`src/rtl/cmc_pkg.sv`:
```
package cmc_pkg;

  typedef enum logic [1:0] {
    CLS_HIT  = 2'b00,
    CLS_COMP = 2'b01,
    CLS_CAP  = 2'b10,
    CLS_CONF = 2'b11
  } cls_e;

  // Priority: a real hit wins; otherwise first touch; otherwise the shadow decides.
  function automatic cls_e classify(logic real_hit, logic seen, logic shadow_hit);
    if (real_hit)        return CLS_HIT;
    else if (!seen)      return CLS_COMP;
    else if (shadow_hit) return CLS_CONF;
    else                 return CLS_CAP;
  endfunction

endpackage

```
`src/rtl/cmc_sa_tags.sv`:
```
module cmc_sa_tags #(
  parameter int SETS  = 4,
  parameter int WAYS  = 2,
  parameter int TAG_W = 8,
  parameter int IDX_W = 2
) (
  input  logic             clk,
  input  logic             rst,
  input  logic             upd,
  input  logic [IDX_W-1:0] idx,
  input  logic [TAG_W-1:0] tag,
  output logic             hit
);
  localparam int AGE_W = (WAYS > 1) ? $clog2(WAYS) : 1;
  localparam logic [AGE_W-1:0] OLDEST = AGE_W'(WAYS - 1);

  logic [SETS-1:0][WAYS-1:0][TAG_W-1:0] tag_q;
  logic [SETS-1:0][WAYS-1:0]            vld_q;
  logic [SETS-1:0][WAYS-1:0][AGE_W-1:0] age_q;

  logic [WAYS-1:0] way_hit;
  logic [WAYS-1:0] way_sel;
  logic [AGE_W-1:0] ref_age;

  always_comb begin
    ref_age = OLDEST;
    for (int w = 0; w < WAYS; w++) begin
      way_hit[w] = vld_q[idx][w] && (tag_q[idx][w] == tag);
    end
    hit = |way_hit;
    for (int w = 0; w < WAYS; w++) begin
      if (way_hit[w]) ref_age = age_q[idx][w];
    end
    for (int w = 0; w < WAYS; w++) begin
      way_sel[w] = hit ? way_hit[w] : (age_q[idx][w] == OLDEST);
    end
  end

  // Ages form a permutation per set; never-filled ways are always the oldest,
  // so replacing the oldest way fills empty ways first.
  always_ff @(posedge clk) begin
    if (rst) begin
      for (int s = 0; s < SETS; s++) begin
        for (int w = 0; w < WAYS; w++) begin
          tag_q[s][w] <= '0;
          vld_q[s][w] <= 1'b0;
          age_q[s][w] <= AGE_W'(w);
        end
      end
    end else if (upd) begin
      for (int w = 0; w < WAYS; w++) begin
        if (way_sel[w]) begin
          age_q[idx][w] <= '0;
          tag_q[idx][w] <= tag;
          vld_q[idx][w] <= 1'b1;
        end else if (age_q[idx][w] < ref_age) begin
          age_q[idx][w] <= age_q[idx][w] + 1'b1;
        end
      end
    end
  end

  p_way_onehot_r8: assert property (@(posedge clk) disable iff (rst)
    $onehot0(way_hit));
  p_victim_single_r8: assert property (@(posedge clk) disable iff (rst)
    upd |-> $countones(way_sel) == 1);

endmodule

```
`src/rtl/cmc_fa_shadow.sv`:
```
module cmc_fa_shadow #(
  parameter int LINES = 8,
  parameter int TAG_W = 10
) (
  input  logic             clk,
  input  logic             rst,
  input  logic             upd,
  input  logic [TAG_W-1:0] tag,
  output logic             hit
);
  localparam int AGE_W = (LINES > 1) ? $clog2(LINES) : 1;
  localparam logic [AGE_W-1:0] OLDEST = AGE_W'(LINES - 1);

  logic [LINES-1:0][TAG_W-1:0] tag_q;
  logic [LINES-1:0]            vld_q;
  logic [LINES-1:0][AGE_W-1:0] age_q;

  logic [LINES-1:0] line_hit;
  logic [LINES-1:0] line_sel;
  logic [AGE_W-1:0] ref_age;

  // All lines compared at once.
  for (genvar e = 0; e < LINES; e++) begin : g_cmp
    assign line_hit[e] = vld_q[e] && (tag_q[e] == tag);
  end

  assign hit = |line_hit;

  always_comb begin
    ref_age = OLDEST;
    for (int e = 0; e < LINES; e++) begin
      if (line_hit[e]) ref_age = age_q[e];
    end
    for (int e = 0; e < LINES; e++) begin
      line_sel[e] = hit ? line_hit[e] : (age_q[e] == OLDEST);
    end
  end

  for (genvar e = 0; e < LINES; e++) begin : g_line
    always_ff @(posedge clk) begin
      if (rst) begin
        tag_q[e] <= '0;
        vld_q[e] <= 1'b0;
        age_q[e] <= AGE_W'(e);
      end else if (upd) begin
        if (line_sel[e]) begin
          tag_q[e] <= tag;
          vld_q[e] <= 1'b1;
          age_q[e] <= '0;
        end else if (age_q[e] < ref_age) begin
          age_q[e] <= age_q[e] + 1'b1;
        end
      end
    end
  end

  p_line_onehot_r9: assert property (@(posedge clk) disable iff (rst)
    $onehot0(line_hit));
  p_fill_single_r9: assert property (@(posedge clk) disable iff (rst)
    upd |-> $countones(line_sel) == 1);

endmodule

```
`src/rtl/cmc_touch_map.sv`:
```
module cmc_touch_map #(
  parameter int BLK_W = 10
) (
  input  logic             clk,
  input  logic             rst,
  input  logic             upd,
  input  logic [BLK_W-1:0] blk,
  output logic             seen
);
  localparam int BLOCKS = 1 << BLK_W;

  logic [BLOCKS-1:0] seen_q;

  assign seen = seen_q[blk];

  always_ff @(posedge clk) begin
    if (rst)      seen_q <= '0;
    else if (upd) seen_q[blk] <= 1'b1;
  end

  p_seen_sticky_r4: assert property (@(posedge clk) disable iff (rst)
    upd |=> seen_q[$past(blk)]);

endmodule

```
`src/rtl/cmc_counters.sv`:
```
module cmc_counters #(
  parameter int COUNT_W = 32
) (
  input  logic               clk,
  input  logic               rst,
  input  logic               inc,
  input  logic [1:0]         code,
  output logic [COUNT_W-1:0] cnt_hit,
  output logic [COUNT_W-1:0] cnt_comp,
  output logic [COUNT_W-1:0] cnt_cap,
  output logic [COUNT_W-1:0] cnt_conf
);
  localparam int NCAT = 4;
  localparam logic [COUNT_W-1:0] CNT_MAX = '1;

  logic [NCAT-1:0][COUNT_W-1:0] cnt_q;

  for (genvar k = 0; k < NCAT; k++) begin : g_cnt
    localparam logic [1:0] KCODE = 2'(k);
    logic bump;
    assign bump = inc && (code == KCODE) && (cnt_q[k] != CNT_MAX);

    always_ff @(posedge clk) begin
      if (rst)       cnt_q[k] <= '0;
      else if (bump) cnt_q[k] <= cnt_q[k] + 1'b1;
    end

    p_sat_hold_r10: assert property (@(posedge clk) disable iff (rst)
      cnt_q[k] == CNT_MAX |=> cnt_q[k] == CNT_MAX);
    p_step_one_r10: assert property (@(posedge clk) disable iff (rst)
      inc && code == KCODE && cnt_q[k] != CNT_MAX |=> cnt_q[k] == $past(cnt_q[k]) + 1'b1);
    p_idle_hold_r11: assert property (@(posedge clk) disable iff (rst)
      !inc |=> $stable(cnt_q[k]));
  end

  assign cnt_hit  = cnt_q[0];
  assign cnt_comp = cnt_q[1];
  assign cnt_cap  = cnt_q[2];
  assign cnt_conf = cnt_q[3];

endmodule

```
`src/rtl/cache_miss_classifier.sv`:
```
module cache_miss_classifier #(
  parameter int ADDR_W    = 16,
  parameter int BLK_BYTES = 64,
  parameter int SETS      = 4,
  parameter int WAYS      = 2,
  parameter int COUNT_W   = 32
) (
  input  logic               clk,
  input  logic               rst,
  input  logic               acc_valid,
  input  logic [ADDR_W-1:0]  acc_addr,
  output logic               cls_valid,
  output logic [1:0]         cls_code,
  output logic [COUNT_W-1:0] cnt_hit,
  output logic [COUNT_W-1:0] cnt_comp,
  output logic [COUNT_W-1:0] cnt_cap,
  output logic [COUNT_W-1:0] cnt_conf
);
  import cmc_pkg::*;

  localparam int OFF_W = $clog2(BLK_BYTES);
  localparam int BLK_W = ADDR_W - OFF_W;
  localparam int IDX_W = $clog2(SETS);
  localparam int TAG_W = BLK_W - IDX_W;
  localparam int LINES = SETS * WAYS;

  function automatic logic [BLK_W-1:0] block_of(logic [ADDR_W-1:0] a);
    return a[ADDR_W-1:OFF_W];
  endfunction

  function automatic logic [IDX_W-1:0] set_of(logic [BLK_W-1:0] b);
    return b[IDX_W-1:0];
  endfunction

  function automatic logic [TAG_W-1:0] tag_of(logic [BLK_W-1:0] b);
    return b[BLK_W-1:IDX_W];
  endfunction

  // Named internal events.
  logic [BLK_W-1:0] acc_blk;
  logic [IDX_W-1:0] acc_set;
  logic [TAG_W-1:0] acc_tag;
  logic             real_hit;
  logic             shadow_hit;
  logic             seen_before;
  cls_e             cls_now;

  assign acc_blk = block_of(acc_addr);
  assign acc_set = set_of(acc_blk);
  assign acc_tag = tag_of(acc_blk);

  cmc_sa_tags #(
    .SETS(SETS), .WAYS(WAYS), .TAG_W(TAG_W), .IDX_W(IDX_W)
  ) u_real (
    .clk(clk), .rst(rst), .upd(acc_valid),
    .idx(acc_set), .tag(acc_tag), .hit(real_hit)
  );

  cmc_fa_shadow #(
    .LINES(LINES), .TAG_W(BLK_W)
  ) u_shadow (
    .clk(clk), .rst(rst), .upd(acc_valid),
    .tag(acc_blk), .hit(shadow_hit)
  );

  cmc_touch_map #(
    .BLK_W(BLK_W)
  ) u_touch (
    .clk(clk), .rst(rst), .upd(acc_valid),
    .blk(acc_blk), .seen(seen_before)
  );

  assign cls_now = classify(real_hit, seen_before, shadow_hit);

  always_ff @(posedge clk) begin
    if (rst) begin
      cls_valid <= 1'b0;
      cls_code  <= CLS_HIT;
    end else begin
      cls_valid <= acc_valid;
      if (acc_valid) cls_code <= cls_now;
    end
  end

  cmc_counters #(
    .COUNT_W(COUNT_W)
  ) u_cnt (
    .clk(clk), .rst(rst), .inc(acc_valid), .code(cls_now),
    .cnt_hit(cnt_hit), .cnt_comp(cnt_comp),
    .cnt_cap(cnt_cap), .cnt_conf(cnt_conf)
  );

  p_latency_r2: assert property (@(posedge clk) disable iff (rst)
    acc_valid |=> cls_valid);
  p_idle_quiet_r11: assert property (@(posedge clk) disable iff (rst)
    !acc_valid |=> !cls_valid);
  p_cold_misses_all_r4: assert property (@(posedge clk) disable iff (rst)
    acc_valid && !seen_before |-> !real_hit && !shadow_hit);
  p_conf_from_shadow_r6: assert property (@(posedge clk) disable iff (rst)
    acc_valid ##1 (cls_code == CLS_CONF) |-> $past(shadow_hit) && !$past(real_hit));
  p_hit_was_seen_r5: assert property (@(posedge clk) disable iff (rst)
    acc_valid && real_hit |-> seen_before);

endmodule

```
`config.mk`:
```
export PLATFORM = sky130hd
export DESIGN_NAME = cache_miss_classifier
export DESIGN_NICKNAME = d
export VERILOG_FILES = /design/src/rtl/cmc_pkg.sv /design/src/rtl/cmc_sa_tags.sv /design/src/rtl/cmc_fa_shadow.sv /design/src/rtl/cmc_touch_map.sv /design/src/rtl/cmc_counters.sv /design/src/rtl/cache_miss_classifier.sv
export SDC_FILE = /design/constraint.sdc
export NUM_CORES = 2
export LEC_CHECK = 0
export ABC_CLOCK_PERIOD_IN_PS = 5600
export BUFFER_PORTS_ARGS = -buffer_cell sky130_fd_sc_hd__buf_2
export CAP_MARGIN = 20
export CELL_PAD_IN_SITES_DETAIL_PLACEMENT = 1
export CELL_PAD_IN_SITES_GLOBAL_PLACEMENT = 1
export CORE_UTILIZATION = 35
export CTS_CLUSTER_DIAMETER = 200
export DETAILED_ROUTE_END_ITERATION = 8
export HOLD_SLACK_MARGIN = 0.06
export PLACE_DENSITY = 0.62
export SLEW_MARGIN = 0
export SYNTH_ARGS = -nofsm -noshare
export SYNTH_HDL_FRONTEND = slang
export SYNTH_SLANG_ARGS = --single-unit
```
`constraint.sdc`:
```
create_clock -name clk -period 5.6 [get_ports clk]
set_input_delay 0.84 -clock clk [delete_from_list [all_inputs] [get_ports clk]]
set_output_delay 0.84 -clock clk [all_outputs]
set_load 0.02 [all_outputs]
```
======== Word-level counts from Yosys, hierarchy flattened ========
Cells that the tools add are included.
operators by class
  magnitude comparators ................... 14
  reductions and logical operators ........ 47
  equality and inequality tests ........... 25
  mux-type cells .......................... 75
  add/sub/neg operators ................... 14
  bitwise operators ....................... 7
operators by type and width
  kind                     count
  $or A1024 B1024 Y1024    1
  $mux W64                 4
  $add A32 B1 Y32 const B  4
  $bwmux W64               2
  $ne A32 B32 Y1 const B   4
  $mux W8                  11
  $eq A10 B10 Y1           8
  $mux W3                  24
  $demux W16 S2            2
  $bmux W16 S2             1
  $mux W16                 2
  $reduce_and A2 Y1        16
  $add A3 B1 Y3 const B    8
  $eq A3 B3 Y1 const B     8
  $lt A3 B3 Y1             8
  $logic_and A1 B1 Y1      20
  $and A8 B8 Y8            2
  $bwmux W8                2
  $eq A8 B8 Y1             2
  $mux W1                  16
  $not A8 Y8               2
  $or A8 B8 Y8             2
  $reduce_bool A2 Y1       8
  $lt A10 B11 Y1 const B   1
  15 further kinds         24
storage, ports and cells
  logic and storage cells ................. 233
  output and inout port bits .............. 131
  input port bits ......................... 19
  register bits after elaboration ......... 1347

======== Depth between registers and ports, before layout ========
  depth after elaboration ................. 14
  depth in mapped cells ................... 21
  depth with buffers taken out ............ 17

======== By module ========
A second synthesis with hierarchy kept.
second synthesis, totals
  cells, all modules ...................... 6391
  area, all modules ....................... 57274.9 um^2
modules (own cells, without submodules)
  module                 instances  cells an instance  sequential area each (um^2)  area an instance (um^2)
  cmc_touch_map          1          4427               20499.7                      39785.7
  cmc_counters           1          819                2562.5                       6831.6
  cmc_fa_shadow          1          733                2242.2                       6433.7
  cmc_sa_tags            1          399                1601.5                       4096.4
  cache_miss_classifier  1          13                 60.1                         127.6

======== Least setup slack after synthesis ========
No wires, ideal clock.
  kind .................................... input-to-reg
  from .................................... input acc_addr[7]
  to ...................................... register u_shadow.age_q[17] (netlist bit)
  slack ................................... 1571 ps
  arrival ................................. 3909 ps
  required time ........................... 5480 ps
  path buffers ............................ 4
  stages on the path ...................... 18
  setup time .............................. 120 ps
  path through ............................ buf_6 -> buf_4 -> buf_2 -> buf_2 -> xor2_1 -> nor3_1 -> nand2_1 -> nor2_1 -> o21ai_0 -> mux2_2 -> mux2i_1 -> nand2_1 -> o21ai_0 -> a31o_2 -> ha_1 -> a211oi_1 -> a21boi_0 -> o21bai_1
on the way
  cells in the longest elaborated chain, start to end .. 13
RTL lines
  item                           line                         text
  start, declared                cache_miss_classifier.sv:11  input logic [ADDR_W-1:0] acc_addr,
  $eq A10 B10 Y1                 cmc_fa_shadow.sv:24          assign line_hit[e] = vld_q[e] && (tag_q[e] == tag);
  $logic_and A1 B1 Y1            cmc_fa_shadow.sv:24
  $mux W3 (8 in series)          cmc_fa_shadow.sv:32          if (line_hit[e]) ref_age = age_q[e];
  $lt A3 B3 Y1                   cmc_fa_shadow.sv:50          end else if (age_q[e] < ref_age) begin
  $reduce_bool A2 Y1 (no line)   n/a
  $reduce_and A2 Y1 (no line)    n/a
  end signal, assigned by index  cmc_fa_shadow.sv:44          age_q[e] <= AGE_W'(e);
  end signal, assigned by index  cmc_fa_shadow.sv:51          age_q[e] <= age_q[e] + 1'b1;
  end, declared                  cmc_fa_shadow.sv:16          logic [LINES-1:0][AGE_W-1:0] age_q;
Parallel ways exist; a longest one is shown, timed or not.
A chain may end at the register's enable or synchronous reset.

======== Final worst setup path ========
  from .................................... input acc_addr[9]
  to ...................................... register u_cnt.cnt_q, in the netlist u_cnt.cnt_comp[20]
on the way
  cells in the longest elaborated chain, start to end .. 9
RTL lines
  item                                                  line                text
  branches (longest 5 deep; another with $bmux W1 S10)  n/a
  $mux W2 *                                             cmc_pkg.sv:12       if (real_hit) return CLS_HIT;
  $eq A2 B1 Y1 *                                        cmc_counters.sv:21  assign bump = inc && (code == KCODE) && (cnt_q[k] != CNT_MAX);
  $logic_and A1 B1 Y1 * (2 in series)                   cmc_counters.sv:21
  end signal, assigned by index                         cmc_counters.sv:25  else if (bump) cnt_q[k] <= cnt_q[k] + 1'b1;
  end, declared                                         cmc_counters.sv:16  logic [NCAT-1:0][COUNT_W-1:0] cnt_q;
Every way passes the cells marked *. The select of a mux whose other input is x is not followed.

==> report_table.html <==
<table>
<tr><th>Metric</th><th>Value</th></tr>
<tr><th colspan="2">Outcome</th></tr>
<tr><td>Status</td><td>complete, no violations</td></tr>
<tr><th colspan="2">Placed design</th></tr>
<tr><td>Post-Place Cell Area</td><td>slightly below 60000 um^2</td></tr>
<tr><td>Gp weighted congestion</td><td>a little under 0.8</td></tr>
<tr><td>Detail Placement HPWL</td><td>around 120000 um</td></tr>
<tr><td>Port buffer count</td><td>143</td></tr>
<tr><th colspan="2">STA</th></tr>
<tr><td>Final setup violation count</td><td>0</td></tr>
<tr><td>Post-route fraction of the period consumed by the critical path</td><td>0.8709</td></tr>
<tr><td>Maximum operating frequency</td><td>0.2051 GHz</td></tr>
<tr><td>Setup repair after global routing missed its margin</td><td>no</td></tr>
<tr><td>Worst slew margin relative to its limit</td><td>0.2988</td></tr>
<tr><td>Clock period minus worst slack</td><td>4877 ps</td></tr>
<tr><td>Max-slew violation total from the final report</td><td>0</td></tr>
<tr><td>Tightest hold margin</td><td>452.9 ps</td></tr>
<tr><td>Fin Clk Skew</td><td>36.97 ps</td></tr>
<tr><td>Actual transition at the worst max-transition pin</td><td>between 1000 and 1500 ps</td></tr>
<tr><td>Final count of hold timing violations</td><td>0</td></tr>
<tr><th colspan="2">Clock tree</th></tr>
<tr><td>CTS Hold Bufs</td><td>0</td></tr>
<tr><td>Buffer depth of the longest clock path</td><td>3</td></tr>
<tr><td>Buffers inserted by post-CTS timing repair</td><td>0</td></tr>
<tr><td>Clock network latency to the later pin of the worst-skew pair</td><td>about 800 ps</td></tr>
<tr><td>Maximum level of the CTS H-tree</td><td>4</td></tr>
<tr><td>Clock-pin transition on the worst setup and hold timing paths</td><td>60 ps</td></tr>
<tr><td>Post-CTS resize count</td><td>0</td></tr>
<tr><td>Total clock buffers created by CTS</td><td>~150</td></tr>
<tr><td>TritonCTS clock tree</td><td>yes</td></tr>
<tr><td>Clock sink total</td><td>1347</td></tr>
<tr><td>CTS root buf</td><td>clkbuf_16</td></tr>
<tr><th colspan="2">Critical path</th></tr>
<tr><td>Arr. time, crit path</td><td>5560 ps</td></tr>
<tr><td>Critical Setup Path Class</td><td>input pin to register</td></tr>
<tr><td>Crit path cell chain</td><td>buf_2 &gt; buf_4 &gt; or4_2 &gt; buf_12 &gt; o22ai_1 &gt; nor4_1 &gt; a21oi_1 &gt; a2111oi_0 &gt; nand4_1 &gt; buf_4 &gt; nor3b_2 &gt; nor2_4 &gt; or2_4 &gt; nor4_2 &gt; mux2_1</td></tr>
<tr><td>Critical path's most frequent cell</td><td>buf_4</td></tr>
<tr><td>Startpoint kind of the worst setup timing path</td><td>input pin</td></tr>
<tr><td>Worst endpoint required time</td><td>6290 ps</td></tr>
<tr><td>CP max stage cell</td><td>nor4_1</td></tr>
<tr><td>Critical register-to-register path startpoint</td><td>u_touch.seen_q[511]</td></tr>
<tr><td>Worst-case register-to-register setup slack</td><td>1450 ps</td></tr>
<tr><td>Worst reg2reg path depth</td><td>12</td></tr>
<tr><td>Worst Path Max Fanout</td><td>32</td></tr>
<tr><td>Delay contributed by the slowest stage of the critical path</td><td>860 ps</td></tr>
<tr><td>FF-to-FF End</td><td>u_cnt.cnt_comp[20]</td></tr>
<tr><td>Critical path endpoint category</td><td>register</td></tr>
<tr><th colspan="2">Synthesis</th></tr>
<tr><td>Number of flip-flops and latches in the synthesized netlist</td><td>1347</td></tr>
<tr><td>Post-Syn Instances</td><td>6425</td></tr>
<tr><td>Synth top cells by count</td><td>1375 x nor2_1, 1347 x dfxtp_1, 1157 x a21oi_1, 612 x mux2i_1, 407 x clkbuf_1</td></tr>
<tr><td>Synthesized area</td><td>55740 um^2</td></tr>
<tr><td>Cell type contributing the most total cell area after synthesis</td><td>dfxtp_1</td></tr>
<tr><td>Async set-or-reset flop fraction in the synthesized netlist</td><td>0</td></tr>
<tr><td>Dominant cells by area after synthesis</td><td>dfxtp_1 48%, mux2i_1 11%, a21oi_1 10%</td></tr>
<tr><td>Portion of synthesized cell area occupied by the leading cell type</td><td>0.4838</td></tr>
<tr><td>Net count after synthesis</td><td>6472</td></tr>
<tr><td>Mapped Avg Cell Area</td><td>8.676 um^2</td></tr>
<tr><td>Post-synth EDFFs</td><td>0</td></tr>
<tr><td>Yosys Warn Count</td><td>0</td></tr>
<tr><td>Sequential area share after synthesis</td><td>0.4838</td></tr>
<tr><td>Count of unique library cells instantiated by Yosys</td><td>90</td></tr>
<tr><td>Most common cell in the synthesized netlist</td><td>nor2_1</td></tr>
<tr><td>Ys flop type</td><td>dfxtp_1</td></tr>
<tr><th colspan="2">Final layout</th></tr>
<tr><td>Area growth from synthesis to layout</td><td>15.22%</td></tr>
<tr><td>Post-layout util</td><td>0.4060</td></tr>
<tr><td>Summed area of non-filler cells in the final layout</td><td>64220 um^2</td></tr>
<tr><td>Fraction of layout cells with a size suffix above 1</td><td>0.1159</td></tr>
<tr><td>Post-layout net count</td><td>6453</td></tr>
<tr><th colspan="2">Routing</th></tr>
<tr><td>Number of detailed-routing iterations run before antenna repair</td><td>5</td></tr>
<tr><td>Final routed DRC violation total</td><td>0</td></tr>
<tr><td>Number of DRC violations after detailed-routing iteration 0</td><td>a little under 3k</td></tr>
<tr><td>Count of nets left with antenna violations after detail routing</td><td>0</td></tr>
<tr><td>Detailed-route wire length per cell</td><td>21.91 um</td></tr>
<tr><td>Vias post-DR</td><td>47.06k</td></tr>
<tr><td>Vias per inst</td><td>between 5 and 6</td></tr>
<tr><td>Routed wire length</td><td>188200 um</td></tr>
<tr><th colspan="2">Global routing</th></tr>
<tr><td>First-pass GRT wire length</td><td>about 290000 um</td></tr>
<tr><td>Maximum number of pins on one net before global-route repair</td><td>119</td></tr>
<tr><td>Number of antenna violations at the first check in global routing</td><td>3</td></tr>
<tr><td>Vias in the first global route</td><td>47.54k</td></tr>
<tr><td>GRT Resource Usage Total</td><td>0.2278</td></tr>
<tr><td>Overflow left after global routing</td><td>0</td></tr>
<tr><th colspan="2">Min path</th></tr>
<tr><td>Min-delay worst type</td><td>register to register</td></tr>
<tr><td>Worst-case hold path end point</td><td>u_real.vld_q[3]</td></tr>
<tr><td>Hold path start</td><td>u_real.vld_q[3]</td></tr>
<tr><td>Hold Path Cell Cnt</td><td>2</td></tr>
<tr><th colspan="2">Job</th></tr>
<tr><td>Max-Cap Viols</td><td>0</td></tr>
<tr><th colspan="2">Pwr</th></tr>
<tr><td>Cell leakage power</td><td>24.32 nW</td></tr>
<tr><td>Pwr per Cell Area</td><td>323.4 nW/um^2</td></tr>
<tr><td>Peak supply drop</td><td>about 0.33 mV</td></tr>
<tr><th colspan="2">Floorplan</th></tr>
<tr><td>Die Width</td><td>401.1 um</td></tr>
<tr><td>Initial Utilization</td><td>0.3524</td></tr>
<tr><td>DIE AREA</td><td>160900 um^2</td></tr>
<tr><td>Std-Cell Rows</td><td>approximately 150</td></tr>
<tr><td>Core Box Area</td><td>~160000 um^2</td></tr>
<tr><td>I/O Pins</td><td>150</td></tr>
<tr><td>Die height</td><td>401.1 um</td></tr>
</table>
[layout by cell type, fill, tap and decap left out, types with 21 or more instances in the layout]
master / instances
nor2_2: 24
and2_1: 21
and3_1: 22
clkbuf_8: 32
clkbuf_16: 155
inv_1: 39
clkinv_2: 21
nand2b_1: 24
nor2b_1: 32
or3_1: 26
o21ai_0: 39
buf_12: 36
nor4_1: 83
dfxtp_1: 1347
nand2_1: 189
xnor2_1: 108
o22ai_1: 260
xor2_1: 52
nor2_4: 44
nor2_1: 1313
clkbuf_1: 33
buf_4: 203
a21oi_1: 1156
ha_1: 28
mux2i_1: 612
buf_2: 140
nor3_1: 50
nand4_1: 75
nand3_1: 98
[routing by layer]
layer  track usage  up-vias  wire [um]
met4       0.06648        4       4573
met5             0        -         26
met2        0.3797      868      87930
met1        0.3061    23640      88820
met3       0.03007      281       6822
li1              -    22270          -
[per-stage QoR]
stage | total power, mW | worst slack (ps) | cells | setup TNS, ps
finish | 20.77 | 723.1 | 8587 | 0
global route | 21.48 | 607.3 | 8586 | 0
global placement | 11.08 | 128.9 | 8323 | 0
floorplan | 10.71 | 1571 | 6425 | 0
detailed placement | 11.10 | -14.38 | 8324 | -21.99
CTS | 21.01 | 842.7 | 8586 | 0
[critical path: cells and delay by family]
kind                   cells  cell delay [ps]
buffers and inverters      4             1150
AND/OR/NAND/NOR            7             2240
AO/OA/AOI/OAI              3              960
multiplexers               1              340
[state kept, by name, summed over array words and instances (netlist names), 24 cells and up]
name / flops
u_touch.seen_q: 1024
u_shadow.tag_q: 80
u_real.tag_q: 64
u_cnt.cnt_cap: 32
u_cnt.cnt_comp: 32
u_cnt.cnt_conf: 32
u_cnt.cnt_hit: 32
u_shadow.age_q: 24
[worst max-delay path by stage]
stage | end | cells after the start | slack [ps] | from
after floorplan | u_shadow.age_q[17] | 18 | 1570 | acc_addr[7]
after global placement | u_cnt.cnt_comp[20] | 15 | 130 | acc_addr[9]
after detailed placement | u_cnt.cnt_comp[20] | 15 | -10 | acc_addr[9]
after CTS | u_cnt.cnt_comp[20] | 15 | 840 | acc_addr[9]
after global routing | u_cnt.cnt_comp[9] | 15 | 610 | acc_addr[9]
final | u_cnt.cnt_comp[20] | 15 | 720 | acc_addr[9]
[report_power, final]
| group | switching (mW) | internal (mW) |
|---|---|---|
| sequential | 0.0684 | 9.66 |
| clock | 4.18 | 5.70 |
| combinational | 0.790 | 0.377 |
| total | 5.04 | 15.7 |
[cells by family after synthesis]
group                    share of synthesized area
multiplexers                                0.1210
AO/OA/AOI/OAI                               0.1512
adder cells (fa/ha/maj)                   0.006465
buffers and inverters                      0.04628
XOR/XNOR                                   0.02514
AND/OR/NAND/NOR                             0.1662
flip-flops                                  0.4838
[layout make-up]
cell class                      count  area [um^2]
Timing Repair Buffer              381         2975
Clock inverter                     42        464.2
Inverter                           40        150.1
Multi-Input combinational cell   4484        26630
Fill cell                       18310        93970
Tap cell                         2072         2592
Clock buffer                      220         4443
Sequential cell                  1347        26970
Antenna cell                        1        2.502
Power figures use the tool's default switching activity.
